### config.mk
export PLATFORM = sky130hd
export DESIGN_NAME = uart_rx_core
export DESIGN_NICKNAME = d
export VERILOG_FILES = /design/src/rtl/uart_rx_pkg.sv /design/src/rtl/rx_sync.sv /design/src/rtl/rx_tick_sel.sv /design/src/rtl/rx_frame.sv /design/src/rtl/rx_status.sv /design/src/rtl/uart_rx_core.sv
export SDC_FILE = /design/constraint.sdc
export NUM_CORES = 1
export LEC_CHECK = 0
export BUFFER_PORTS_ARGS = -buffer_cell sky130_fd_sc_hd__buf_2
export CAP_MARGIN = 20
export CORE_MARGIN = 3
export CORE_UTILIZATION = 40
export CTS_CLUSTER_SIZE = 10
export DETAILED_ROUTE_END_ITERATION = 6
export GPL_TIMING_DRIVEN = 0
export SYNTH_ARGS = -nofsm -noshare
export SYNTH_HDL_FRONTEND = slang
export SYNTH_HIERARCHICAL = 1
export SYNTH_SLANG_ARGS = --single-unit
### constraint.sdc
create_clock -name clk -period 1.6 [get_ports clk]
set_input_delay 0.32 -clock clk [delete_from_list [all_inputs] [get_ports clk]]
set_output_delay 0.32 -clock clk [all_outputs]
set_load 0.01 [all_outputs]
### src/rtl/uart_rx_pkg.sv
package uart_rx_pkg;

  typedef enum logic [2:0] {
    S_IDLE  = 3'd0,
    S_START = 3'd1,
    S_DATA  = 3'd2,
    S_PAR   = 3'd3,
    S_STOP  = 3'd4,
    S_WAITH = 3'd5
  } rx_st_t;

  typedef struct packed {
    logic [7:0] data;
    logic       perr;
    logic       ferr;
    logic       brk;
  } rx_char_t;

  // Index of the last data bit for a word length code (5..8 bits).
  function automatic logic [2:0] last_bit_idx(input logic [1:0] wl);
    return 3'd4 + {1'b0, wl};
  endfunction

endpackage

### src/rtl/rx_sync.sv
module rx_sync #(
  parameter int   STAGES  = 2,
  parameter logic RST_VAL = 1'b1
) (
  input  logic clk,
  input  logic rst_n,
  input  logic d,
  output logic q
);
  logic [STAGES-1:0] sr;

  always_ff @(posedge clk or negedge rst_n) begin
    if (!rst_n) sr <= {STAGES{RST_VAL}};
    else        sr <= {sr[STAGES-2:0], d};
  end

  assign q = sr[STAGES-1];
endmodule

### src/rtl/rx_tick_sel.sv
module rx_tick_sel #(
  parameter bit EXT_RCLK    = 1'b0,
  parameter int SYNC_STAGES = 2
) (
  input  logic clk,
  input  logic rst_n,
  input  logic tick_int,
  input  logic rclk_ext,
  output logic tick
);
  generate
    if (EXT_RCLK) begin : g_ext
      logic rclk_s, rclk_d;
      logic unused_tick_int;
      assign unused_tick_int = tick_int;

      rx_sync #(.STAGES(SYNC_STAGES), .RST_VAL(1'b0)) u_rclk_sync (
        .clk(clk), .rst_n(rst_n), .d(rclk_ext), .q(rclk_s)
      );

      always_ff @(posedge clk or negedge rst_n) begin
        if (!rst_n) rclk_d <= 1'b0;
        else        rclk_d <= rclk_s;
      end

      assign tick = rclk_s & ~rclk_d;

      // an edge detector can never produce two ticks in a row
      p_tick_gap_r1: assert property (@(posedge clk) disable iff (!rst_n)
        tick |=> !tick);
    end else begin : g_int
      logic unused_rclk;
      assign unused_rclk = rclk_ext;
      assign tick = tick_int;
    end
  endgenerate
endmodule

### src/rtl/rx_frame.sv
module rx_frame
  import uart_rx_pkg::*;
#(
  parameter int OSR = 16
) (
  input  logic       clk,
  input  logic       rst_n,
  input  logic       tick,
  input  logic       line,
  input  logic [1:0] wlen,
  input  logic       par_en,
  input  logic       par_even,
  input  logic       par_stick,
  output logic       done,
  output rx_char_t   chr
);
  localparam int           CNT_W   = $clog2(OSR);
  localparam logic [CNT_W-1:0] HALF_M1 = CNT_W'(OSR/2 - 1);
  localparam logic [CNT_W-1:0] FULL_M1 = CNT_W'(OSR - 1);

  rx_st_t           st, st_n;
  logic [CNT_W-1:0] cnt, cnt_n;
  logic [2:0]       idx, idx_n;
  logic [7:0]       sh, sh_n;
  logic             pbit, pbit_n;
  logic             allz, allz_n;
  logic             exp_par;

  always_comb begin
    if (par_stick)     exp_par = ~par_even;
    else if (par_even) exp_par = ^sh;
    else               exp_par = ~(^sh);
  end

  always_comb begin
    st_n   = st;
    cnt_n  = cnt;
    idx_n  = idx;
    sh_n   = sh;
    pbit_n = pbit;
    allz_n = allz;
    done   = 1'b0;
    chr    = '0;
    if (tick) begin
      unique case (st)
        S_IDLE: begin
          if (!line) begin
            st_n  = S_START;
            cnt_n = '0;
          end
        end
        S_START: begin
          if (cnt == HALF_M1) begin
            cnt_n = '0;
            if (line) begin
              st_n = S_IDLE;
            end else begin
              st_n   = S_DATA;
              idx_n  = '0;
              sh_n   = '0;
              allz_n = 1'b1;
            end
          end else begin
            cnt_n = cnt + 1'b1;
          end
        end
        S_DATA: begin
          if (cnt == FULL_M1) begin
            cnt_n     = '0;
            sh_n[idx] = line;
            allz_n    = allz & ~line;
            if (idx == last_bit_idx(wlen)) st_n = par_en ? S_PAR : S_STOP;
            else                           idx_n = idx + 1'b1;
          end else begin
            cnt_n = cnt + 1'b1;
          end
        end
        S_PAR: begin
          if (cnt == FULL_M1) begin
            cnt_n  = '0;
            pbit_n = line;
            allz_n = allz & ~line;
            st_n   = S_STOP;
          end else begin
            cnt_n = cnt + 1'b1;
          end
        end
        S_STOP: begin
          if (cnt == FULL_M1) begin
            cnt_n     = '0;
            done      = 1'b1;
            chr.data  = sh;
            chr.perr  = par_en & (pbit != exp_par);
            chr.ferr  = ~line;
            chr.brk   = allz & ~line;
            st_n      = (allz & ~line) ? S_WAITH : S_IDLE;
          end else begin
            cnt_n = cnt + 1'b1;
          end
        end
        S_WAITH: begin
          if (line) st_n = S_IDLE;
        end
        default: st_n = S_IDLE;
      endcase
    end
  end

  always_ff @(posedge clk or negedge rst_n) begin
    if (!rst_n) begin
      st   <= S_IDLE;
      cnt  <= '0;
      idx  <= '0;
      sh   <= '0;
      pbit <= 1'b0;
      allz <= 1'b0;
    end else begin
      st   <= st_n;
      cnt  <= cnt_n;
      idx  <= idx_n;
      sh   <= sh_n;
      pbit <= pbit_n;
      allz <= allz_n;
    end
  end

  // a start candidate that reads high at mid-bit goes back to hunting
  p_false_start_r2: assert property (@(posedge clk) disable iff (!rst_n)
    (st == S_START && tick && cnt == HALF_M1 && line) |=> (st == S_IDLE));

  // after a break the receiver stays parked while the line is low
  p_break_park_r6: assert property (@(posedge clk) disable iff (!rst_n)
    (st == S_WAITH && tick && !line) |=> (st == S_WAITH));

  // completion is a single-cycle event
  p_done_single_r7: assert property (@(posedge clk) disable iff (!rst_n)
    done |=> !done);
endmodule

### src/rtl/rx_status.sv
module rx_status
  import uart_rx_pkg::*;
(
  input  logic     clk,
  input  logic     rst_n,
  input  logic     done,
  input  rx_char_t chr,
  input  logic     rd_ack,
  output logic     valid,
  output rx_char_t held,
  output logic     ready,
  output logic     overrun
);
  logic     valid_n, ready_n, ovr_n;
  rx_char_t held_n;

  always_comb begin
    valid_n = done;
    held_n  = done ? chr : held;
    if (done) begin
      ready_n = 1'b1;
      ovr_n   = (overrun | ready) & ~rd_ack;
    end else if (rd_ack) begin
      ready_n = 1'b0;
      ovr_n   = 1'b0;
    end else begin
      ready_n = ready;
      ovr_n   = overrun;
    end
  end

  always_ff @(posedge clk or negedge rst_n) begin
    if (!rst_n) begin
      valid   <= 1'b0;
      held    <= '0;
      ready   <= 1'b0;
      overrun <= 1'b0;
    end else begin
      valid   <= valid_n;
      held    <= held_n;
      ready   <= ready_n;
      overrun <= ovr_n;
    end
  end

  // data-ready is up whenever a character is announced
  p_ready_with_valid_r8: assert property (@(posedge clk) disable iff (!rst_n)
    valid |-> ready);

  // a read with no new arrival empties the holding state
  p_ack_clears_r8: assert property (@(posedge clk) disable iff (!rst_n)
    (rd_ack && !done) |=> (!ready && !overrun));

  // an unread character that gets replaced raises overrun
  p_overrun_set_r9: assert property (@(posedge clk) disable iff (!rst_n)
    (done && ready && !rd_ack) |=> overrun);
endmodule

### src/rtl/uart_rx_core.sv
module uart_rx_core
  import uart_rx_pkg::*;
#(
  parameter bit EXT_RCLK    = 1'b0,
  parameter int OSR         = 16,
  parameter int SYNC_STAGES = 2
) (
  input  logic       clk,
  input  logic       rst_n,
  input  logic       tick16_int,
  input  logic       rclk_ext,
  input  logic       rxd,
  input  logic [1:0] wlen,
  input  logic       par_en,
  input  logic       par_even,
  input  logic       par_stick,
  input  logic       rd_ack,
  output logic       rx_valid,
  output logic [7:0] rx_data,
  output logic       rx_perr,
  output logic       rx_ferr,
  output logic       rx_brk,
  output logic       rx_ready,
  output logic       rx_overrun
);
  logic     tick, line_s, done;
  rx_char_t chr, held;

  rx_tick_sel #(.EXT_RCLK(EXT_RCLK), .SYNC_STAGES(SYNC_STAGES)) u_tick (
    .clk(clk), .rst_n(rst_n), .tick_int(tick16_int), .rclk_ext(rclk_ext), .tick(tick)
  );

  rx_sync #(.STAGES(SYNC_STAGES), .RST_VAL(1'b1)) u_line_sync (
    .clk(clk), .rst_n(rst_n), .d(rxd), .q(line_s)
  );

  rx_frame #(.OSR(OSR)) u_frame (
    .clk(clk), .rst_n(rst_n), .tick(tick), .line(line_s),
    .wlen(wlen), .par_en(par_en), .par_even(par_even), .par_stick(par_stick),
    .done(done), .chr(chr)
  );

  rx_status u_status (
    .clk(clk), .rst_n(rst_n), .done(done), .chr(chr), .rd_ack(rd_ack),
    .valid(rx_valid), .held(held), .ready(rx_ready), .overrun(rx_overrun)
  );

  assign rx_data = held.data;
  assign rx_perr = held.perr;
  assign rx_ferr = held.ferr;
  assign rx_brk  = held.brk;
endmodule

==> out/metrics.yaml <==
sta:
  fin_crit_ns: 1.75
  period_share_pct: 109
  worst_slack_ns: -0.146
  finClkSkew_ns: 0.00410
  relSlewSlack_pct: 46.5
  drv_slew: 0
  timing.hold.ws_ns: 0.117
  fmax_ghz: 0.573
  setup_viol: 26
  worst_slew_pin_slew_ns: 0.802
  hold_violations: 0
  grt_setup_unrepaired: "true"
die:
  die_w_um: 76.5
  io_pins: 25
  row_count: 25
  initial_utilization_pct: 41.8
  die_area_mm2: 0.00585
  core_region_area_mm2: 0.00475
  die_y_um: 76.5
setup_path:
  r2r_setup_slack_ns: -0.15
  crit_type: "register to register"
  endpoint: "u_status/held[3]"
  arrival_ns: 1.92
  rr_startpoint: "u_frame/st[0]"
  cp_data_required_time_ns: 1.78
  r2r-end: "u_status/held[3]"
  path_max_fanout: 8
  reg2reg_depth: 6
  end_kind: "register"
  crit_path_start_kind: "register"
  cp-startpoint: "u_frame/st[0]"
clock_network:
  cts_max_path_buffers: 2
  tritoncts: "built"
  cts_buffers: 5
  clock_latency_ns: 0.29
  clkSinkCount: 36
  ctsRootBufferMaster: "clkbuf_8"
  clk_pin_slew_worst_paths_ns: 0.07
  clock_tree.htree_level_count: 2
layout:
  n_antenna_cell: 0
  fin_nets: 253
  drive_gt1_share_pct: 41.5
  final_cell_area_mm2: 0.00260
  area_delta_synth_final_pct: 31.0
synth:
  synth_cells: 192
  yosysWarnings: 6
  async_reset_ff_share_pct: 100
  avgSynthCellArea_um2: 10.4
  synth_edf_count: 0
  yosys.area.top_type: "dfrtp_1"
  ys_top_cells_by_area: "dfrtp_1, mux2_4, xnor2_1"
  yosysMostFrequentCell: "dfrtp_1"
  synth_seq_area_share_pct: 45.4
  synth_top_cell_area_share_pct: 42.8
  syn_nets: 205
  synth_cell_types: 44
  ys_ff_latch: 36
  ys.flop_type: "dfrtp_1"
  yosys-top-cells-count: "dfrtp_1, nand2_1, a21oi_1, nor2_1, and2_1"
  synth_area_mm2: 0.00199
grt:
  antenna_found_initial: 0
  grt_pass1_wl_um: 7330
  grt_max_degree: 37
  grt_pass1_vias: 1491
  grt_use_total_pct: 15.5
  grt_overflow: 0
placed_design:
  io_buffers: 22
  dpl.hpwl_um: 2760
  placed_cell_area_mm2: 0.00221
  pre_cts_ws_ns: -0.195
  gp_congestion: 0.779
route:
  vias: 1605
  wire_per_inst_um: 14.4
  drcViolationCount: 0
  via_per_inst: 5.21
  first_pass_iters: 4
  ant_nets: 0
  drt_first_iter_violations: 91
  routed_wl_um: 4440
status:
  violations: "negative setup slack"
  status: "finished with violations"
worst_hold_path:
  hold_class: "input pin to asynchronous set/reset pin"
power_and_ir_drop:
  power.switching_w: 0.000919
  p_per_area_mw_per_mm2: 1100
  ir_drop_mv: 0.663
  combPwrFrac_pct: 33.6
  leakage_nw: 1.21
  p_int_w: 0.00194
  seq_power_share_pct: 38.5
  swShare_pct: 32.1
  power.clock.fraction_pct: 27.9
run:
  drv_cap: 0
metal layers:
layer  vias up  part of all wire [%]  global-route usage [%]
met5         -                     0                       0
met4         0                  0.90                    6.16
met3         4                   3.6                    3.90
met2        36                    47                    23.6
met1       773                    49                    21.1
li1        792                     -                       -
logic make-up after synthesis:
family,Yosys count,synth area share (%)
compound gates,50,16.0
xor+xnor,10,4.41
fa+ha+maj,2,1.26
buf+inv,13,3.78
flops,36,45.4
mux,13,8.87
simple gates,68,20.2
repair_timing:
action                                  CTS  global route
resized for setup                        22            17
endpoints found under the setup margin   28            29
buffers inserted                         12             6
pin swaps                                 8             7
cloned                                    1             1
hold buffers                              0             0
final cells by class:
class                           instances  area, um^2
Buffer                                 10        91.3
Clock buffer                            6        72.6
Clock inverter                          2        35.0
Fill cell                             441        2150
Inverter                                2        7.51
Multi-Input combinational cell        143        1120
Sequential cell                        36         907
Tap cell                               67        83.8
Timing Repair Buffer                   42         285
critical path: stages (launching register included):
cell,delay [ns]
dfrtp_2,0.45
buf_6,0.15
nor3b_4,0.20
and3_4,0.25
buf_8,0.14
clkbuf_16,0.15
mux2_4,0.29
cells in the final DEF, fill, tap and decap left out, types with 8 or more instances in the layout:
cell     instances
o21ai_1          8
mux2_4           9
buf_4           18
buf_2           22
nand2_1         12
a21oi_1          8
nor2_1          10
xnor2_1          8
and2_1           8
dfrtp_1         31
power groups by stage:
stage / clock, W / combinational [W] / sequential [W]
2_1_floorplan: 0 / 0.000487 / 0.00108
3_3_place_gp: 0 / 0.000611 / 0.00110
3_5_place_dp: 0 / 0.000615 / 0.00110
4_1_cts: 0.000823 / 0.000826 / 0.00109
5_1_grt: 0.000867 / 0.00105 / 0.00111
6_report: 0.000799 / 0.000962 / 0.00110
registers in the layout, summed over array words and instances (netlist names):
register	flops
u_status/overrun	1
u_line_sync/sr	2
u_status/valid	1
u_frame/sh	8
u_status/ready	1
u_frame/st	3
u_status/held	11
u_frame/cnt	4
u_frame/allz	1
u_frame/idx	3
u_frame/pbit	1
worst min path at each step:
| stage | start | end | slack, ns | cells after the start |
|---|---|---|---|---|
| 5_1_grt | rxd | u_line_sync/sr[0] | 0.12 | 1 |
| 3_3_place_gp | u_line_sync/sr[0] | u_line_sync/sr[1] | 0.35 | 0 |
| 3_5_place_dp | u_line_sync/sr[0] | u_line_sync/sr[1] | 0.35 | 0 |
| 6_report | rst_n | u_frame/st[1] | 0.12 | 1 |
| 4_1_cts | rxd | u_line_sync/sr[0] | 0.11 | 1 |
| 2_1_floorplan | rst_n | u_frame/allz | 0.02 | 0 |
stage by stage:
stage               power (W)  cells  TNS, ns  utilization [%]
finish                0.00286    308    -2.14             54.8
global route          0.00303    308    -3.82             54.8
detailed placement    0.00172    281    -3.42             46.4
global placement      0.00171    281    -3.43             46.4
CTS                   0.00274    301    -1.42             51.8
floorplan             0.00157    192   -0.266                -
No activity file was read; power rests on OpenSTA's default activity.
